$ cat config.mk
export PLATFORM = sky130hd
export DESIGN_NAME = scl_sync_gen
export DESIGN_NICKNAME = d
export VERILOG_FILES = /design/src/rtl/scl_gen_pkg.sv /design/src/rtl/scl_bus_sync.sv /design/src/rtl/scl_phase_cnt.sv /design/src/rtl/scl_sync_gen.sv
export SDC_FILE = /design/constraint.sdc
export NUM_CORES = 1
export LEC_CHECK = 0
export BUFFER_PORTS_ARGS = -buffer_cell sky130_fd_sc_hd__buf_2
export CAP_MARGIN = 20
export CELL_PAD_IN_SITES_DETAIL_PLACEMENT = 1
export CELL_PAD_IN_SITES_GLOBAL_PLACEMENT = 1
export CORE_MARGIN = 8
export CORE_UTILIZATION = 40
export DETAILED_ROUTE_END_ITERATION = 10
export PLACE_DENSITY = 0.73
export SLEW_MARGIN = 0
export SYNTH_ARGS = -nofsm -noshare
export SYNTH_HDL_FRONTEND = slang
export SYNTH_SLANG_ARGS = --single-unit
export TNS_END_PERCENT = 1
$ cat constraint.sdc
create_clock -name clk -period 6 [get_ports clk]
set_clock_uncertainty 0.2 [all_clocks]
set_input_delay 0.6 -clock clk [delete_from_list [all_inputs] [get_ports clk]]
set_output_delay 0.6 -clock clk [all_outputs]
set_load 0.01 [all_outputs]
$ cat src/rtl/scl_gen_pkg.sv
package scl_gen_pkg;

    // Phase of the generated clock as seen by this master.
    typedef enum logic [1:0] {
        PH_OFF     = 2'd0,  // disabled, line released
        PH_WAIT_HI = 2'd1,  // released, waiting for the line to read high
        PH_HIGH    = 2'd2,  // released, counting the high time
        PH_LOW     = 2'd3   // pulling low, counting the low time
    } phase_e;

    // Registered state of the generator.
    typedef struct packed {
        phase_e phase;
        logic   drive_low;
        logic   rise;
        logic   fall;
    } gen_regs_t;

endpackage

$ cat src/rtl/scl_bus_sync.sv
module scl_bus_sync #(
    parameter int STAGES = 2
) (
    input  logic clk,
    input  logic rst_n,
    input  logic bus_in,
    output logic level,
    output logic fell
);

    localparam int LAST = STAGES - 1;

    logic [LAST:0] chain_d, chain_q;
    logic          prev_d, prev_q;

    generate
        if (STAGES == 1) begin : g_single
            always_comb chain_d = bus_in;
        end else begin : g_multi
            always_comb chain_d = {chain_q[LAST-1:0], bus_in};
        end
    endgenerate

    always_comb begin
        prev_d = chain_q[LAST];
    end

    // Flops come out of reset reading low, so no edge can be invented
    // from values that were present before reset.
    always_ff @(posedge clk or negedge rst_n) begin
        if (!rst_n) begin
            chain_q <= '0;
            prev_q  <= 1'b0;
        end else begin
            chain_q <= chain_d;
            prev_q  <= prev_d;
        end
    end

    assign level = chain_q[LAST];
    assign fell  = prev_q & ~chain_q[LAST];

endmodule

$ cat src/rtl/scl_phase_cnt.sv
module scl_phase_cnt #(
    parameter int W = 8
) (
    input  logic         clk,
    input  logic         rst_n,
    input  logic         clr,
    input  logic         run,
    input  logic [W-1:0] last_val,
    output logic         hit
);

    localparam logic [W-1:0] STEP = {{(W-1){1'b0}}, 1'b1};

    logic [W-1:0] cnt_d, cnt_q;
    logic         at_last;

    always_comb begin
        at_last = (cnt_q == last_val);
        cnt_d   = cnt_q;
        if (clr) begin
            cnt_d = '0;
        end else if (run && !at_last) begin
            cnt_d = cnt_q + STEP;
        end
    end

    always_ff @(posedge clk or negedge rst_n) begin
        if (!rst_n) begin
            cnt_q <= '0;
        end else begin
            cnt_q <= cnt_d;
        end
    end

    assign hit = run & ~clr & at_last;

endmodule

$ cat src/rtl/scl_sync_gen.sv
module scl_sync_gen
    import scl_gen_pkg::*;
#(
    parameter int CNT_W       = 8,
    parameter int SYNC_STAGES = 2
) (
    input  logic             clk,
    input  logic             rst_n,
    input  logic             enable,
    input  logic             scl_in,
    input  logic [CNT_W-1:0] low_period,
    input  logic [CNT_W-1:0] high_period,
    output logic             scl_drive_low,
    output logic             rise_stb,
    output logic             fall_stb
);

    localparam logic [CNT_W-1:0] ONE = {{(CNT_W-1){1'b0}}, 1'b1};

    logic             bus_level;
    logic             bus_fell;
    logic [CNT_W-1:0] low_last, high_last;
    logic             low_clr, low_run, low_hit;
    logic             high_clr, high_run, high_hit;
    gen_regs_t        r_d, r_q;

    scl_bus_sync #(
        .STAGES (SYNC_STAGES)
    ) u_sync (
        .clk    (clk),
        .rst_n  (rst_n),
        .bus_in (scl_in),
        .level  (bus_level),
        .fell   (bus_fell)
    );

    // A zero setting is folded onto one clock.
    assign low_last  = (low_period  == '0) ? '0 : low_period  - ONE;
    assign high_last = (high_period == '0) ? '0 : high_period - ONE;

    // Low time runs only while the line reads low; an observed fall restarts it.
    assign low_clr  = (r_q.phase != PH_LOW) | bus_fell;
    assign low_run  = (r_q.phase == PH_LOW) & ~bus_level;
    // High time runs from the confirmed high level until done or cut short.
    assign high_clr = (r_q.phase != PH_HIGH);
    assign high_run = (r_q.phase == PH_HIGH) & ~bus_fell;

    scl_phase_cnt #(
        .W (CNT_W)
    ) u_low_cnt (
        .clk      (clk),
        .rst_n    (rst_n),
        .clr      (low_clr),
        .run      (low_run),
        .last_val (low_last),
        .hit      (low_hit)
    );

    scl_phase_cnt #(
        .W (CNT_W)
    ) u_high_cnt (
        .clk      (clk),
        .rst_n    (rst_n),
        .clr      (high_clr),
        .run      (high_run),
        .last_val (high_last),
        .hit      (high_hit)
    );

    always_comb begin
        r_d      = r_q;
        r_d.rise = 1'b0;
        r_d.fall = 1'b0;
        if (!enable) begin
            r_d.phase     = PH_OFF;
            r_d.drive_low = 1'b0;
        end else begin
            unique case (r_q.phase)
                PH_OFF: begin
                    r_d.phase     = PH_WAIT_HI;
                    r_d.drive_low = 1'b0;
                end
                PH_WAIT_HI: begin
                    if (bus_level) begin
                        r_d.phase = PH_HIGH;
                        r_d.rise  = 1'b1;
                    end
                end
                PH_HIGH: begin
                    if (bus_fell || high_hit) begin
                        r_d.phase     = PH_LOW;
                        r_d.drive_low = 1'b1;
                        r_d.fall      = 1'b1;
                    end
                end
                PH_LOW: begin
                    if (low_hit) begin
                        r_d.phase     = PH_WAIT_HI;
                        r_d.drive_low = 1'b0;
                    end
                end
                default: begin
                    r_d.phase     = PH_OFF;
                    r_d.drive_low = 1'b0;
                end
            endcase
        end
    end

    always_ff @(posedge clk or negedge rst_n) begin
        if (!rst_n) begin
            r_q <= '0;
        end else begin
            r_q <= r_d;
        end
    end

    assign scl_drive_low = r_q.drive_low;
    assign rise_stb      = r_q.rise;
    assign fall_stb      = r_q.fall;

endmodule

# Word level (Yosys, flattened, before mapping)

Cells that the tools add are included.

Input bits: 20
Output and inout port bits: 3
Logic and storage cells: 64
Register bits after elaboration: 24

Reductions and logical operators: 12
Multiplexer cells: 17
Bitwise gates (word level): 12
Equal/unequal tests: 11
$add $sub $neg: 4

Operators with widths:

| operator              | number |
|---|---|
| $mux W8               | 6 |
| $add A8 B1 Y8 const B | 2 |
| $eq A8 B8 Y1          | 2 |
| $logic_not A8 Y1      | 2 |
| $sub A8 B1 Y8 const B | 2 |
| $mux W3               | 3 |
| $pmux W2 S4           | 1 |
| $and A1 B1 Y1         | 7 |
| $ne A3 B2 Y1 const B  | 2 |
| $reduce_and A3 Y1     | 2 |
| $eq A2 B2 Y1 const B  | 2 |
| $mux W1               | 4 |
| $mux W2               | 2 |
| $ne A2 B2 Y1 const B  | 2 |
| $ne A4 B1 Y1 const B  | 1 |
| $not A1 Y1            | 4 |
| $reduce_bool A2 Y1    | 2 |
| $ne A3 B3 Y1 const B  | 1 |
| $pmux W1 S3           | 1 |
| $eq A2 B1 Y1 const B  | 1 |
| $logic_and A1 B1 Y1   | 2 |
| $logic_not A1 Y1      | 2 |
| $logic_not A2 Y1      | 1 |
| $logic_or A1 B1 Y1    | 1 |
| $or A1 B1 Y1          | 1 |

# Depth between registers and ports, before layout

Gate-level depths: netlist of the first run.

Depth in word-level cells: 10
Gate-level depth with buffers: 12
Gate-level depth less buffers: 10

# Modules after synthesis

Synthesis of the first run repeated with hierarchy kept, for this count alone.

Cells, all modules: 207
Area, all modules: 1881.8 um^2

Modules (own cells, without submodules):

| module        | times used | seq. area each (um^2) | cells an instance | area an instance (um^2) |
|---|---|---|---|---|
| scl_phase_cnt | 2          | 200.2                 | 57                | 536.8 |
| scl_sync_gen  | 1          | 125.1                 | 89                | 719.4 |
| scl_bus_sync  | 1          | 75.1                  | 4                 | 88.8 |

# Least setup slack after synthesis of the first run

No wires, ideal clock.

Kind: input to register
From: input low_period[0]
To: register r_q[3] (netlist bit)
Path buffers: 1
Slack: 2872 ps
Cell stages on the path: 11
Data arrival time: 2848 ps
Cell sequence: inv_1 -> ha_1 -> buf_2 -> nor3b_2 -> or3b_2 -> a311o_1 -> a311oi_2 -> nand3_2 -> o31ai_4 -> o221a_4 -> mux2i_1

Word-level cells in the longest chain between the ends: 6
Elaborated cells between the ends (all ways): 7
Classes of those cells: 1 x add/sub; 2 x eq/ne; 1 x mux; 1 x bitwise; 2 x reduce/logical

Ends and longest elaborated chain:

| item                                              | line                | source |
|---|---|---|
| start, declared                                   | scl_sync_gen.sv:11  | `input logic [CNT_W-1:0] low_period,` |
| $sub A8 B1 Y8 or $logic_not A8 Y1 (tied branches) | scl_sync_gen.sv:38  | `assign low_last = (low_period == '0) ? '0 : low_period - ONE;` |
| $mux W8 *                                         | scl_sync_gen.sv:38  |  |
| $eq A8 B8 Y1 *                                    | scl_phase_cnt.sv:18 | `at_last = (cnt_q == last_val);` |
| $and A1 B1 Y1 *                                   | scl_phase_cnt.sv:35 | `assign hit = run & ~clr & at_last;` |
| $ne A3 B3 Y1 (no source line) *                   | --                  |  |
| $reduce_and A3 Y1 (no source line) *              | --                  |  |
| end signal, assigned                              | scl_sync_gen.sv:114 | `r_q <= r_d;` |
| end, declared                                     | scl_sync_gen.sv:25  | `gen_regs_t r_d, r_q;` |

Every way passes the cells marked *; elsewhere a longest branch is shown, timed or not.
A chain may end at the register's enable or synchronous reset.

# Worst setup path after layout of the first run

From: input high_period[0]
To: register r_q[4] (netlist bit)

Word-level cells in the longest chain between the ends: 7
Elaborated cells between the ends (all ways): 8
Classes of those cells: 1 x add/sub; 2 x eq/ne; 1 x mux; 1 x bitwise; 3 x reduce/logical

Ends and longest elaborated chain:

| item                                              | line                | source |
|---|---|---|
| start, declared                                   | scl_sync_gen.sv:12  | `input logic [CNT_W-1:0] high_period,` |
| $sub A8 B1 Y8 or $logic_not A8 Y1 (tied branches) | scl_sync_gen.sv:39  | `assign high_last = (high_period == '0) ? '0 : high_period - ONE;` |
| $mux W8 *                                         | scl_sync_gen.sv:39  |  |
| $eq A8 B8 Y1 *                                    | scl_phase_cnt.sv:18 |  |
| $and A1 B1 Y1 *                                   | scl_phase_cnt.sv:35 |  |
| $logic_or A1 B1 Y1 *                              | scl_sync_gen.sv:90  | `if (bus_fell \|\| high_hit) begin` |
| $ne A3 B2 Y1 (no source line) *                   | --                  |  |
| $reduce_and A3 Y1 (no source line) *              | --                  |  |

Marked as above.

==> qor.yml, run 1 <==
status:
  status: "finished, final reports clean"
floorplan:
  ioPinCount: 23
  core_area_mm2: 0.005075
  rows: 26
  dieWidth_um: 88.43
  start_util_pct: 41.35
  fp.dieArea_mm2: 0.007819
  die_h_um: 88.43
cells_and_area:
  final_cell_mix: "dfrtp_1, buf_2, nand2_1, nor2_1, inv_1"
  nets: 290
  area_growth_pct: 8.944
  finalNonFillerCells: 329
  final_layout_size_suffix_gt1_share_pct: 17.37
  n_antenna_cell: 0
  final_common_cell: "dfrtp_1"
global_route:
  antenna_found_initial: 0
  first_global_vias: 1912
  gr-total-overflow: 0
  grt_first_pass_wirelength_um: 8914
  track_usage_pct: 14.12
  grt_max_degree: 25
critical_path:
  max_stage_delay_ns: 0.63
  cp_top_family: "compound AO/OA/AOI/OAI gates"
  end_kind: "register"
  path_cells: "buf_2 -> inv_1 -> ha_1 -> nor4b_1 -> nand2_1 -> o21ai_0 -> o2111a_1 -> nand4_2 -> o31ai_4 -> o221a_4 -> mux2i_1"
  crit_type: "in2reg"
  crit_slowest_cell: "o31ai_4"
  cp_max_fo: 15
  crit_arrival_ns: 3.43
  start_kind: "primary input"
  cp.required_ns: 6.00
  critPathBufInv: 2
synth:
  syn_area_per_cell_um2: 8.564
  yosys.area.top_type_share_pct: 28.62
  yosys_warnings: 0
  synth_area_leaders: "dfrtp_1, ha_1, nand2_1"
  async_flop_share_pct: 100.0
  ys_types: 64
  synth_area_mm2: 0.002098
  synth_cells: 245
  synth_edf_count: 0
  syn-num-nets: 274
  yosys.area.top_type: "dfrtp_1"
  yosysSeqAreaShare_pct: 28.62
  ys_seq_elements: 24
  synthFlopType: "dfrtp_1"
detailed_routing:
  wl_met1_um: 2582
  num_vias: 1864
  vias_per_cell: 5.666
  drc: 0
  drt_iter0_drc: 56
  dr.pass1.iters: 4
  wl_met3_um: 175
  ant_nets: 0
  drt_wl_total_um: 5177
  wl_met2_um: 2364
  wl_per_cell_um: 15.74
  top_layer: "met4"
place:
  place.gp.congestion: 0.8265
  io_buffers: 22
  place_inst: 326
  hpwlAfterDp_um: 4055
clocking:
  clockRootBuffer: "clkbuf_8"
  post_cts_buffers: 0
  hold_buffers: 0
  cts_buffers: 3
  htreeDepth: 1
  clkTransAtPathRegs_ns: 0.08
  clock_latency_ns: 0.27
  cts_tree: "done"
  cts_resized: 0
  cts.sinks: 24
  clock_path_buffers: 2
power_and_ir_drop:
  p_per_area_mw_per_mm2: 179.7
  peakVddDrop_v: 0.0001294
  p_leak_nw: 0.9330
  power.total_mw: 0.4107
min_path:
  hold_class: "in2async"
sta:
  setup_violations: 0
  fin_crit_ns: 3.437
  tns_ns: 0
  fmax_ghz: 0.2910
  slew_headroom_pct: 57.20
  finalHoldViolCount: 0
  maxSlewViolCount: 0
  rsz0062_at_grt: "false"
  post-route-period-util_pct: 57.28
  tightest_slew_ns: 0.6420
run:
  drv_cap: 0
==> cell type report <==
class	instances	area [um^2]
fill	641	2789
timing repair buffer	22	110.1
tap	70	87.58
multi-input combinational	195	1390
inverter	15	56.30
sequential	24	600.6
clock buffer	3	41.29
==> final timing paths <==
check                                      endpoint  slack, ns  depth (start not counted)                 from
worst max-delay path                         r_q[4]       2.56                         11       high_period[0]
worst min-delay path             u_low_cnt.cnt_q[4]        0.1                          1                rst_n
worst max register to register               r_q[4]       3.14                          8  u_high_cnt.cnt_q[5]
worst min register to register    u_sync.chain_q[1]       0.15                          0    u_sync.chain_q[0]
max in group asynchronous       u_high_cnt.cnt_q[4]       5.14                          1                rst_n
min in group clk                  u_sync.chain_q[1]       0.15                          0    u_sync.chain_q[0]
==> worst reg2reg max path: cells and delay by family (launching register included) <==
| family | cells | cell delay, ns |
|---|---|---|
| AO/OA/AOI/OAI | 5 | 1.66 |
| flip-flops | 1 | 0.50 |
| AND/OR/NAND/NOR | 2 | 0.26 |
| multiplexers | 1 | 0.18 |
==> power breakdown <==
part	switching (mW)	leakage [nW]	internal [mW]
combinational	0.0710	0.586	0.0559
sequential	0.0174	0.326	0.172
clock	0.0497	0.0216	0.0449
==> routing by layer <==
layer  track usage, %  vias to the layer above
li1                 -                      928
met1            18.66                      901
met2            23.22                       29
met3            1.857                        6
met4            4.147                        0
met5                0                        -
==> sequential cells by signal, summed over array words and instances (netlist names) <==
name              count
fall_stb              1
u_sync.chain_q        2
u_high_cnt.cnt_q      8
u_sync.prev_q         1
r_q                   2
rise_stb              1
scl_drive_low         1
u_low_cnt.cnt_q       8
==> through the flow <==
stage                     setup WS [ns]  cell area (um^2)  hold slack, ns  utilization [%]
after floorplan                   2.872              2098          0.1044                -
after global placement            2.428              2245          0.1329            44.23
after detailed placement          2.256              2245          0.1358            44.23
after CTS                         2.534              2286          0.1133            45.04
after global routing              2.294              2286          0.1485            45.04
final                             2.563              2286         0.09808            45.04
==> cell usage after synthesis, types with 4 or more instances <==
library cell and count:
ha_1 9, dfrtp_1 24, nand3_1 9, nor3_1 6, a21oi_1 11, xnor2_1 8
nor2_1 19, nand2b_1 6, xor2_1 8, nor2b_1 5, o31ai_1 4, nand2_1 21
o21ai_0 10, and3_1 5, clkbuf_1 7, or3_1 7, mux2i_1 6, inv_1 14
==> cells by family after synthesis <==
kind of cell | Yosys count | synth area share [%]
AND/OR/NAND/NOR | 106 | 29.28
adder cells (fa/ha/maj) | 9 | 5.367
multiplexers | 6 | 2.862
XOR/XNOR | 16 | 6.679
AO/OA/AOI/OAI | 58 | 22.06
buffers and inverters | 26 | 5.128
flip-flops | 24 | 28.62
Note: power is estimated with default switching activity, not from simulation.
==> inputs of run 2 (changes only) <==
clock period = 3.6 ns   (was 6 ns; I/O delays follow)
==> qor.yml, run 2 (synthesized netlist as in run 1, its figures left out) <==
status:
  status: "finished, final reports clean"  # unchanged
power_and_ir_drop:
  peakVddDrop_v: 0.0002458  # was 0.0001294 V
  p_per_area_mw_per_mm2: 302.0  # was 179.7 mW/mm^2
  p_leak_nw: 0.9588  # was 0.9330 nW
  power_frac_clock_pct: 25.2  # was 23.0%
  p_seq_share_pct: 44.4  # was 46.1%
  internal-power_mw: 0.4800  # was 0.2726 mW
  swShare_pct: 31.92  # was 33.62%
  p_comb_share_pct: 30.4  # was 30.9%
  p_switching_mw: 0.2251  # was 0.1381 mW
detailed_routing:
  num_vias: 1857  # was 1,864
  drc: 0  # unchanged
  wl_per_cell_um: 14.86  # was 15.74 um
  drt_iter0_drc: 79  # was 56
  drt_wl_total_um: 4962  # was 5177 um
  vias_per_cell: 5.560  # was 5.666
  dr.pass1.iters: 4  # unchanged
  ant_nets: 0  # unchanged
global_route:
  gr-total-overflow: 0  # unchanged
  grt_first_pass_wirelength_um: 8845  # was 8914 um
  first_global_vias: 1902  # was 1,912
  track_usage_pct: 13.65  # was 14.12%
  antenna_found_initial: 0  # unchanged
  grt_max_degree: 25  # unchanged
critical_path:
  crit_type: "in2reg"  # unchanged
  cp.required_ns: 3.59  # was 6.00 ns
  start_kind: "primary input"  # unchanged
  end_kind: "register"  # unchanged
  cp_max_fo: 8  # was 15
  crit_arrival_ns: 2.99  # was 3.43 ns
cells_and_area:
  area_growth_pct: 11.27  # was 8.944%
  final_layout_size_suffix_gt1_share_pct: 18.18  # was 17.37%
  final_cell_mix: "dfrtp_1, buf_2, nand2_1, nor2_1, inv_1"  # unchanged
  final_common_cell: "dfrtp_1"  # unchanged
  multi_input_area_mm2: 0.001390  # unchanged
  nets: 294  # was 290
  fillerInstances: 636  # was 641
  n_antenna_cell: 0  # unchanged
  ff_latch_area_um2: 600.6  # unchanged
  reg_top3: "u_high_cnt.cnt_q (8), u_low_cnt.cnt_q (8)"  # unchanged
floorplan:
  dieWidth_um: 88.43  # unchanged
  core_area_mm2: 0.005075  # unchanged
  rows: 26  # unchanged
  ioPinCount: 23  # unchanged
  die_h_um: 88.43  # unchanged
  start_util_pct: 41.35  # unchanged
  fp.dieArea_mm2: 0.007819  # unchanged
sta:
  maxSlewViolCount: 0  # unchanged
  setup_ws_ns: 0.5995  # was 2.563 ns
  tightest_slew_ns: 0.5271  # was 0.6420 ns
  post-route-period-util_pct: 83.35
  fmax_ghz: 0.3333
  finalHoldViolCount: 0  # unchanged
  fin_crit_ns: 3.000
  setup_violations: 0  # unchanged
  slew_headroom_pct: 64.37  # was 57.20%
  rsz0062_at_grt: "false"  # unchanged
  tns_ns: 0  # unchanged
clocking:
  cts_tree: "done"  # unchanged
  htreeDepth: 1  # unchanged
  clock_path_buffers: 2  # unchanged
  cts_buffers: 3  # unchanged
  cts_resized: 0  # unchanged
  clkTransAtPathRegs_ns: 0.08  # about the same
  clockRootBuffer: "clkbuf_8"  # unchanged
  clock_latency_ns: 0.26  # was 0.27 ns
  post_cts_buffers: 0  # unchanged
  cts.sinks: 24  # unchanged
  hold_buffers: 2  # was 0
run:
  drv_cap: 0  # unchanged
place:
  io_buffers: 22  # unchanged
  dp_slack_ns: 0.2970  # was 2.256 ns
  hpwlAfterDp_um: 3878  # was 4055 um
  place.gp.congestion: 0.7673  # was 0.8265
min_path:
  hold_class: "reg2reg"  # was in2async
==> run 2: layout make-up <==
class	count	share of cell area, %
flip-flops and latches	24	25.72
repair buffers	26	6.216
well taps	70	3.751
multi-input cells	195	59.54
inverters	15	2.412
clock buffers	4	2.358
==> run 2: through the flow <==
stage | util [%] | hold slack, ns | power [mW] | cells | area, um^2
after floorplan | - | -0.1356 | 0.4667 | 245 | 2098
after global placement | 44.53 | 0.1352 | 0.5302 | 328 | 2260
after detailed placement | 44.53 | 0.1371 | 0.5339 | 328 | 2260
after CTS | 46.01 | 0.1571 | 0.7196 | 334 | 2335
after global routing | 46.01 | 0.1601 | 0.7597 | 334 | 2335
final | 46.01 | 0.1530 | 0.7051 | 334 | 2335
==> run 2: path summary, 6_finish.rpt <==
kind | slack [ns] | depth (start not counted) | startpoint | endpoint
max | 0.60 | 11 | low_period[0] | r_q[4]
min | 0.15 | 0 | u_sync.chain_q[0] | u_sync.chain_q[1]
max reg2reg | 1.04 | 9 | u_high_cnt.cnt_q[5] | u_high_cnt.cnt_q[1]
min reg2reg | 0.15 | 0 | u_sync.chain_q[0] | u_sync.chain_q[1]
max in group asynchronous | 2.43 | 2 | rst_n | u_high_cnt.cnt_q[2]
min in group asynchronous | 0.41 | 2 | rst_n | u_low_cnt.cnt_q[5]
==> run 2: routing by layer <==
layer | vias to the layer above | GRT usage, % | wire [um]
met1 | 903 | 17.98 | 2493
met2 | 15 | 22.20 | 2297
met3 | 4 | 2.600 | 137
met4 | 0 | 3.379 | 34
li1 | 935 | - | -
met5 | - | 0 | 0
==> run 2: power groups by stage <==
stage                     Clock, mW  Combinational (mW)  Sequential (mW)
after floorplan                   0               0.161            0.306
after global placement            0               0.212            0.319
after detailed placement          0               0.216            0.318
after CTS                     0.188               0.219            0.313
after global routing          0.197               0.246            0.317
final                         0.177               0.214            0.313
==> run 2: critical path: stages <==
cell	delay, ns
buf_2	0.15
inv_1	0.06
ha_1	0.29
nor3b_2	0.21
or3b_2	0.43
a311o_1	0.33
a311oi_2	0.26
nand3_2	0.21
o31ai_4	0.26
o221a_4	0.24
mux2i_1	0.17
==> inputs of run 3 (changes only) <==
clock period = 3.1 ns   (was 3.6 ns; I/O delays follow)
==> qor.yml, run 3 (synthesized netlist as in run 1, its figures left out) <==
global_route:
  track_usage_pct: 14.13  # was 13.65%
  grt_first_pass_wirelength_um: 9066  # was 8845 um
  first_global_vias: 1992  # was 1,902
  grt_max_degree: 25  # unchanged
  gr-total-overflow: 0  # unchanged
  antenna_found_initial: 0  # unchanged
detailed_routing:
  dr.pass1.iters: 4  # unchanged
  drc: 0  # unchanged
  drt_iter0_drc: 41  # was 79
  ant_nets: 0  # unchanged
  wl_per_cell_um: 15.36  # was 14.86 um
  vias_per_cell: 5.593  # was 5.560
  num_vias: 1896  # was 1,857
  drt_wl_total_um: 5206  # was 4962 um
floorplan:
  dieWidth_um: 88.43  # unchanged
  core_area_mm2: 0.005075  # unchanged
  die_h_um: 88.43  # unchanged
  start_util_pct: 41.35  # unchanged
  rows: 26  # unchanged
  fp.dieArea_mm2: 0.007819  # unchanged
  ioPinCount: 23  # unchanged
status:
  status: "finished, final reports clean"  # unchanged
sta:
  tightest_slew_ns: 0.5583  # was 0.5271 ns
  slew_headroom_pct: 62.39  # was 64.37%
  maxSlewViolCount: 0  # unchanged
  fin_crit_ns: 2.877
  fmax_ghz: 0.3476
  whs_ns: 0.1540  # was 0.1530 ns
  rsz0062_at_grt: "false"  # unchanged
  post-route-period-util_pct: 92.79
  setup_violations: 0  # unchanged
  finalHoldViolCount: 0  # unchanged
critical_path:
  ff2ff_path_depth: 9  # unchanged
  crit_arrival_ns: 2.82  # was 2.99 ns
  end_kind: "register"  # unchanged
  cp_max_fo: 10  # was 8
  crit_type: "in2reg"  # unchanged
  cp.required_ns: 3.05  # was 3.59 ns
  start_kind: "primary input"  # unchanged
cells_and_area:
  final_cell_mix: "dfrtp_1, buf_2, nand2_1, nor2_1, inv_1"  # unchanged
  area_growth_pct: 12.76  # was 11.27%
  final_common_cell: "dfrtp_1"  # unchanged
  final_area_mm2: 0.002366  # was 0.002335 mm^2
  reg_top3: "u_high_cnt.cnt_q (8), u_low_cnt.cnt_q (8)"  # unchanged
  fillerInstances: 635  # was 636
  final_layout_size_suffix_gt1_share_pct: 19.70  # was 18.18%
  n_antenna_cell: 0  # unchanged
  nets: 300  # was 294
clocking:
  htreeDepth: 1  # unchanged
  clockRootBuffer: "clkbuf_8"  # unchanged
  clkTransAtPathRegs_ns: 0.08  # about the same
  clock_latency_ns: 0.26  # about the same
  cts_buffers: 3  # unchanged
  clock_path_buffers: 2  # unchanged
  cts.sinks: 24  # unchanged
  cts_tree: "done"  # unchanged
  post_cts_buffers: 0  # unchanged
place:
  dpl_cell_area_mm2: 0.002305  # was 0.002260 mm^2
  place.gp.congestion: 0.7766  # was 0.7673
  io_buffers: 22  # unchanged
  hpwlAfterDp_um: 4161  # was 3878 um
power_and_ir_drop:
  p_leak_nw: 0.9807  # was 0.9588 nW
  peakVddDrop_v: 0.0002932  # was 0.0002458 V
  p_per_area_mw_per_mm2: 338.6  # was 302.0 mW/mm^2
min_path:
  hold-path-cell-count: 3  # was 0
  hold_class: "in2reg"  # was reg2reg
run:
  drv_cap: 0  # unchanged
[run 3: cell type report]
| class | count | area (um^2) | area share (%) |
|---|---|---|---|
| Multi-Input combinational cell | 195 | 1390 | 58.75 |
| Sequential cell | 24 | 600.6 | 25.38 |
| Timing Repair Buffer | 32 | 190.2 | 8.038 |
| Tap cell | 70 | 87.58 | 3.702 |
| Inverter | 15 | 56.30 | 2.380 |
| Clock buffer | 3 | 41.29 | 1.745 |
[run 3: power breakdown]
group          leakage, nW  internal [mW]  total (mW)  switching (mW)
clock               0.0216         0.0867       0.181          0.0943
combinational        0.633          0.116       0.255           0.140
sequential           0.326          0.333       0.365          0.0322
[run 3: worst paths after layout]
kind,startpoint,endpoint,slack [ns]
min reg2reg,u_sync.chain_q[0],u_sync.chain_q[1],0.20
min in group asynchronous,rst_n,u_low_cnt.cnt_q[4],0.37
max in group asynchronous,rst_n,u_high_cnt.cnt_q[5],1.96
max reg2reg,u_high_cnt.cnt_q[5],u_high_cnt.cnt_q[1],0.52
max,high_period[1],u_high_cnt.cnt_q[1],0.22
min,enable,r_q[4],0.15
[run 3: routing by layer]
metal	vias up	global-route usage, %	routed length (um)
li1	942	-	-
met1	937	17.59	2572
met2	15	25.05	2466
met3	2	2.043	141
met4	0	2.765	25
met5	-	0	0
[run 3: critical path, cell delays in order]
cell and delay, ns:
buf_2 0.12, inv_1 0.05, ha_1 0.18, nor4b_1 0.48
nand2_1 0.23, o21ai_0 0.20, o2111a_1 0.22, nand4_2 0.15
o31ai_4 0.40, buf_4 0.24, mux2i_1 0.19, nor2_1 0.05
[run 3: timing repair]
item                      in CTS  in global routing
hold endpoints to repair      25                  0
gates resized for setup        0                  0
hold buffers                   2                  0
[run 3: metrics by stage]
step | worst slack, ns | std cells | setup TNS (ns) | power (mW) | util (%)
floorplan | 0.2624 | 245 | 0 | 0.5420 | -
global placement | 0.01472 | 334 | 0 | 0.6201 | 45.41
detailed placement | -0.07230 | 334 | -0.1966 | 0.6275 | 45.41
CTS | 0.2070 | 339 | 0 | 0.8177 | 46.62
global route | 0.02493 | 339 | 0 | 0.8553 | 46.62
finish | 0.2234 | 339 | 0 | 0.8010 | 46.62
